**config.mk**
```make
export PLATFORM = sky130hd
export DESIGN_NAME = osc_tamper_monitor
export DESIGN_NICKNAME = d
export VERILOG_FILES = /design/src/rtl/osc_mon_pkg.sv /design/src/rtl/osc_edge_sync.sv /design/src/rtl/osc_win_counter.sv /design/src/rtl/osc_win_timer.sv /design/src/rtl/osc_pair_cmp.sv /design/src/rtl/osc_tamper_monitor.sv
export SDC_FILE = /design/constraint.sdc
export NUM_CORES = 2
export LEC_CHECK = 0
export BUFFER_PORTS_ARGS = -buffer_cell sky130_fd_sc_hd__buf_2
export CELL_PAD_IN_SITES_DETAIL_PLACEMENT = 1
export CELL_PAD_IN_SITES_GLOBAL_PLACEMENT = 1
export CORE_MARGIN = 3
export CORE_UTILIZATION = 25
export DETAILED_ROUTE_END_ITERATION = 8
export HOLD_SLACK_MARGIN = 0.05
export PLACE_DENSITY = 0.6
export SLEW_MARGIN = 20
export SYNTH_ARGS = -nofsm -noshare
export SYNTH_HDL_FRONTEND = slang
export SYNTH_SLANG_ARGS = --single-unit
```
**constraint.sdc**
```tcl
create_clock -name clk -period 17.6 [get_ports clk]
set_input_delay 1.76 -clock clk [delete_from_list [all_inputs] [get_ports clk]]
set_output_delay 1.76 -clock clk [all_outputs]
set_load 0.01 [all_outputs]
```
**src/rtl/osc_mon_pkg.sv**
```systemverilog
package osc_mon_pkg;

    parameter int CNT_W    = 8;
    parameter int TRIM_W   = 4;
    localparam int CNT_MAX  = (1 << CNT_W) - 1;
    localparam int TRIM_MAX = (1 << TRIM_W) - 1;
    localparam int TRIM_MID = 1 << (TRIM_W - 1);

    typedef enum logic [1:0] {
        STEP_HOLD = 2'd0,
        STEP_UP   = 2'd1,
        STEP_DOWN = 2'd2
    } trim_step_e;

    typedef struct packed {
        logic       fail;
        trim_step_e step;
    } judge_t;

    // corrected count minus target, compared with a symmetric tolerance
    function automatic judge_t judge(input logic [CNT_W-1:0] cnt,
                                     input logic [TRIM_W-1:0] trim,
                                     input logic [CNT_W-1:0] target,
                                     input logic [CNT_W-1:0] tol);
        judge_t r;
        int d;
        d = int'(cnt) + int'(trim) - TRIM_MID - int'(target);
        r.fail = (d > int'(tol)) || (d < -int'(tol));
        if (d < 0)      r.step = STEP_UP;
        else if (d > 0) r.step = STEP_DOWN;
        else            r.step = STEP_HOLD;
        return r;
    endfunction

endpackage

```
**src/rtl/osc_edge_sync.sv**
```systemverilog
module osc_edge_sync (
    input  logic clk,
    input  logic rst,
    input  logic osc_i,
    output logic rise_o
);
    logic s1, s2, s3;

    always_ff @(posedge clk) begin
        if (rst) begin
            s1 <= 1'b0;
            s2 <= 1'b0;
            s3 <= 1'b0;
        end else begin
            s1 <= osc_i;
            s2 <= s1;
            s3 <= s2;
        end
    end

    assign rise_o = s2 & ~s3;
endmodule

```
**src/rtl/osc_win_counter.sv**
```systemverilog
module osc_win_counter
    import osc_mon_pkg::*;
(
    input  logic             clk,
    input  logic             rst,
    input  logic             rise_i,
    input  logic             win_end_i,
    output logic [CNT_W-1:0] snap_o
);
    logic [CNT_W-1:0] cnt_q;

    always_ff @(posedge clk) begin
        if (rst) begin
            cnt_q  <= '0;
            snap_o <= '0;
        end else if (win_end_i) begin
            snap_o <= cnt_q;
            cnt_q  <= CNT_W'(rise_i);
        end else if (rise_i && cnt_q != CNT_W'(CNT_MAX)) begin
            cnt_q <= cnt_q + 1'b1;
        end
    end
endmodule

```
**src/rtl/osc_win_timer.sv**
```systemverilog
module osc_win_timer #(
    parameter int WIN_W = 16
) (
    input  logic             clk,
    input  logic             rst,
    input  logic [WIN_W-1:0] len_i,
    output logic             win_end_o
);
    logic [WIN_W-1:0] tcnt_q, last;

    assign last      = (len_i < WIN_W'(2)) ? WIN_W'(1) : len_i - 1'b1;
    assign win_end_o = (tcnt_q >= last);

    always_ff @(posedge clk) begin
        if (rst)            tcnt_q <= '0;
        else if (win_end_o) tcnt_q <= '0;
        else                tcnt_q <= tcnt_q + 1'b1;
    end
endmodule

```
**src/rtl/osc_pair_cmp.sv**
```systemverilog
module osc_pair_cmp
    import osc_mon_pkg::*;
(
    input  logic              clk,
    input  logic              rst,
    input  logic              ph_a_i,
    input  logic              ph_b_i,
    input  logic [CNT_W-1:0]  snap_a_i,
    input  logic [CNT_W-1:0]  snap_b_i,
    input  logic [CNT_W-1:0]  target_i,
    input  logic [CNT_W-1:0]  tol_i,
    input  logic              test_mode_i,
    input  logic              clear_i,
    output logic [1:0]        fault_o,
    output logic [1:0]        done_o,
    output logic [2*TRIM_W-1:0] trim_o
);
    logic [TRIM_W-1:0] trim_q [2];
    logic              sel, active;
    judge_t            res;

    assign sel    = ph_b_i;
    assign active = ph_a_i | ph_b_i;

    always_comb res = judge(sel ? snap_b_i : snap_a_i, trim_q[sel], target_i, tol_i);

    always_ff @(posedge clk) begin
        if (rst) begin
            trim_q[0] <= TRIM_W'(TRIM_MID);
            trim_q[1] <= TRIM_W'(TRIM_MID);
            fault_o   <= '0;
            done_o    <= '0;
        end else begin
            if (clear_i)
                fault_o <= '0;
            else if (active && !test_mode_i && res.fail)
                fault_o[sel] <= 1'b1;

            if (!test_mode_i)
                done_o <= '0;
            else if (active && res.step == STEP_HOLD)
                done_o[sel] <= 1'b1;

            if (active && test_mode_i) begin
                case (res.step)
                    STEP_UP:   if (trim_q[sel] != TRIM_W'(TRIM_MAX)) trim_q[sel] <= trim_q[sel] + 1'b1;
                    STEP_DOWN: if (trim_q[sel] != '0)                trim_q[sel] <= trim_q[sel] - 1'b1;
                    default:   ;
                endcase
            end
        end
    end

    assign trim_o = {trim_q[1], trim_q[0]};
endmodule

```
**src/rtl/osc_tamper_monitor.sv**
```systemverilog
module osc_tamper_monitor
    import osc_mon_pkg::*;
#(
    parameter int NUM_PAIRS = 12,
    parameter int WIN_W     = 16,
    localparam int NCH      = 2 * NUM_PAIRS
) (
    input  logic                  clk,
    input  logic                  rst,
    input  logic [NCH-1:0]        osc_i,
    input  logic                  test_mode_i,
    input  logic                  clear_i,
    input  logic [WIN_W-1:0]      window_len_i,
    input  logic [CNT_W-1:0]      target_i,
    input  logic [CNT_W-1:0]      tol_i,
    output logic                  alarm_o,
    output logic [NCH-1:0]        fault_o,
    output logic                  cal_done_o,
    output logic [NCH*TRIM_W-1:0] trim_o
);
    logic             win_end, ph_a, ph_b;
    logic [NCH-1:0]   rise, done;
    logic [CNT_W-1:0] snap [NCH];

    osc_win_timer #(.WIN_W(WIN_W)) u_timer (
        .clk(clk), .rst(rst), .len_i(window_len_i), .win_end_o(win_end)
    );

    // two judgement phases following each window end
    always_ff @(posedge clk) begin
        if (rst) begin
            ph_a <= 1'b0;
            ph_b <= 1'b0;
        end else begin
            ph_a <= win_end;
            ph_b <= ph_a;
        end
    end

    for (genvar c = 0; c < NCH; c++) begin : g_chan
        osc_edge_sync u_sync (
            .clk(clk), .rst(rst), .osc_i(osc_i[c]), .rise_o(rise[c])
        );
        osc_win_counter u_cnt (
            .clk(clk), .rst(rst), .rise_i(rise[c]), .win_end_i(win_end), .snap_o(snap[c])
        );
    end

    for (genvar p = 0; p < NUM_PAIRS; p++) begin : g_pair
        osc_pair_cmp u_cmp (
            .clk(clk), .rst(rst),
            .ph_a_i(ph_a), .ph_b_i(ph_b),
            .snap_a_i(snap[2*p]), .snap_b_i(snap[2*p+1]),
            .target_i(target_i), .tol_i(tol_i),
            .test_mode_i(test_mode_i), .clear_i(clear_i),
            .fault_o(fault_o[2*p +: 2]),
            .done_o(done[2*p +: 2]),
            .trim_o(trim_o[2*p*TRIM_W +: 2*TRIM_W])
        );
    end

    assign alarm_o    = (|fault_o) & ~test_mode_i;
    assign cal_done_o = &done;
endmodule

```
==> reports/results.ini <==
[yosys]
avgSynthCellArea_um2=8.56
synth-seq-area-share_pct=31.4
synth_top_area_share_pct=24.6
ys_warn_count=0
synth-seq-cells=618
synthCells=4970
synth_nets=5674
synth.distinct_cells=76
synthTopCellsByArea=dfxtp_1 25%, ha_1 18%, edfxtp_1 6.8%
synth_edf_count=96
syn_area_um2=42500
async_flop_share_pct=0
synth_top_area_cell=dfxtp_1
dominantRegCellSynth=dfxtp_1

[placement]
io_buffers=181
placed_area_um2=46100
placed_cells=7263
dpl.hpwl_um=109000
routabilityCongestion=0.847

[worst_setup_path]
path_delay_family=compound AO/OA/AOI/OAI gates
cp_num_buf_inv=4
arrival_ps=9170
worstSetupPathType=flip-flop to flip-flop
cp_max_fo=52
critPathLaunchType=flip-flop
endpoint_kind=flip-flop
cpMostUsedCell=ha_1
max_stage_delay_ps=680
required_ps=18130
slowest_stage=buf_4

[sta]
max_slew_margin_pct=32.1
fin_tns_setup_ps=0
rsz0062_at_grt=false
finalSetupViolations=0
period_minus_slack_ps=8650
period_share_pct=49.1
worst_slew_pin_slew_ps=993
timing_max_transition_violations_final=0
fin_skew_ps=28.6
hold_ws_ps=436
final-hold-violation-count=0
fmax_ghz=0.116

[route]
vias_per_cell=4.89
first_iter_violations=1757
wl_um=146000
ant_nets=0
vias=36184
avgRoutedWirePerCell_um=19.8
first_pass_iters=5
drc=0

[global_route]
use_met2_pct=26.8
busiest_layer=met2
overflow=0
met1_usage_pct=22.5
grt_max_degree=85
antenna_found_initial=3
grt_pass1_vias=37197
grt_pass1_wl_um=226000
grt_use_total_pct=16.5
use_met3_pct=1.82

[clocking]
ctsHoldBuffers=0
clockBufferDepth=3
tritoncts=yes
htreeDepth=3
cts_root_buffer=clkbuf_16
cts.sinks=618
clock_latency_ps=690
cts_made_buffers=75
path_clk_slew_ps=60
post_cts_resized=0
post_cts_buffers=0

[status]
outcome=finished, final reports clean

[cells_and_area]
diodes=0
fin_cells=7402
final_area_um2=48600
drive_gt1_share_pct=8.50
syn_to_final_growth_pct=14.2
layout.nets=5840

[floorplan]
coreArea_um2=168000
die_area_um2=175000
die_w_um=418
rows=150
dieHeight_um=418
io-pin-count=182
start_util_pct=25.3

[run]
cap_violations=0

[hold_path]
hold_class=flip-flop to flip-flop

[power_and_ir_drop]
p_leak_nw=19.9
ir_worst_vdd_mv=0.0635
power.density_nw_per_um2=75.4

[cells in the final DEF (no fill, tap or decap), drive strengths merged, types with 114 or more instances in the layout]
cell type / synthesis / layout
inv: 345 / 350
xor2: 172 / 172
o21ai: 173 / 173
clkbuf: 126 / 114
a21oi: 395 / 395
nor2: 426 / 426
ha: 596 / 596
buf: 25 / 240
dfxtp: 522 / 522
nand2: 587 / 587
xnor2: 150 / 150
nor2b: 138 / 138
mux2i: 116 / 116
[worst paths after layout]
| kind | slack, ps | from | end | cells after the start |
|---|---|---|---|---|
| worst max register to register | 8950 | ph_b | g_pair[7].u_cmp.trim_q[1][3] | 27 |
| worst min register to register | 440 | g_chan[18].u_sync.s1 | g_chan[18].u_sync.s2 | 1 |
| worst min-delay path | 440 | g_chan[18].u_sync.s1 | g_chan[18].u_sync.s2 | 1 |
| worst max-delay path | 8950 | ph_b | g_pair[7].u_cmp.trim_q[1][3] | 27 |
[layer usage]
metal  vias up  part of all wire [%]
met1     17715                    49
met2       466                    45
met3       174                   3.0
met4         0                   3.2
li1      17829                     -
met5         -                     0
[cells by family after synthesis]
group	share of synthesized area (%)
AOI/OAI and AO/OA	14.9
xor gates and xnor gates	6.63
adders and majority gates	19.8
buffers and inverters	4.44
DFF	31.4
muxes	4.16
and+or+nand+nor	18.7
[final cells by class]
cell class	instances	area, um2
repair buffers	240	1360
well taps	2204	2760
inverters	345	1290
clock inverters	25	275
flip-flops and latches	618	13300
fillers	19929	120000
multi-input cells	3856	27400
clock buffers	114	2200
[state kept, by name, summed over array words and instances (netlist names)]
name / cells
g_chan.u_cnt.snap_o: 192
g_pair.u_cmp.done_o: 24
g_chan.u_sync.s2: 24
u_timer.tcnt_q: 16
g_chan.u_cnt.cnt_q: 192
g_chan.u_sync.s3: 24
g_pair.u_cmp.trim_q: 96
g_pair.u_cmp.fault_o: 24
ph_b: 1
g_chan.u_sync.s1: 24
ph_a: 1
[through the flow]
step	setup slack (ps)	total power, W	utilization (%)
global placement	9200	0.00210	27.4
floorplan	9970	0.00192	-
global route	8370	0.00387	28.9
finish	8950	0.00366	28.9
CTS	9040	0.00373	28.9
detailed placement	9060	0.00212	27.4
[report_power, final]
| group | switching [W] | internal [W] | total (W) | leakage (nW) |
|---|---|---|---|---|
| clock network | 0.000667 | 0.000901 | 0.00157 | 1.19 |
| logic | 0.000387 | 0.000241 | 0.000628 | 13.6 |
| registers | 0.0000149 | 0.00145 | 0.00146 | 5.13 |
[synthesized netlist by cell type (18+ instances only)]
| library cell | instances |
|---|---|
| nor2b_1 | 138 |
| ha_1 | 596 |
| fa_1 | 48 |
| a211oi_1 | 57 |
| o21ai_0 | 173 |
| nand2b_1 | 73 |
| clkbuf_1 | 126 |
| nand3_1 | 95 |
| mux2_2 | 54 |
| mux2i_1 | 116 |
| or3_1 | 32 |
| a21o_1 | 85 |
| o21a_1 | 46 |
| a21oi_1 | 395 |
| nand2_1 | 587 |
| xnor2_1 | 150 |
| nor2_1 | 426 |
| nor3_1 | 82 |
| nor4_1 | 37 |
| dfxtp_1 | 522 |
| o21bai_1 | 26 |
| o211ai_1 | 18 |
| xor2_1 | 172 |
| inv_1 | 344 |
| edfxtp_1 | 96 |
| and3_1 | 53 |
| a31oi_1 | 67 |
| nand4_1 | 110 |
Note: power is estimated with default switching activity, not from simulation.
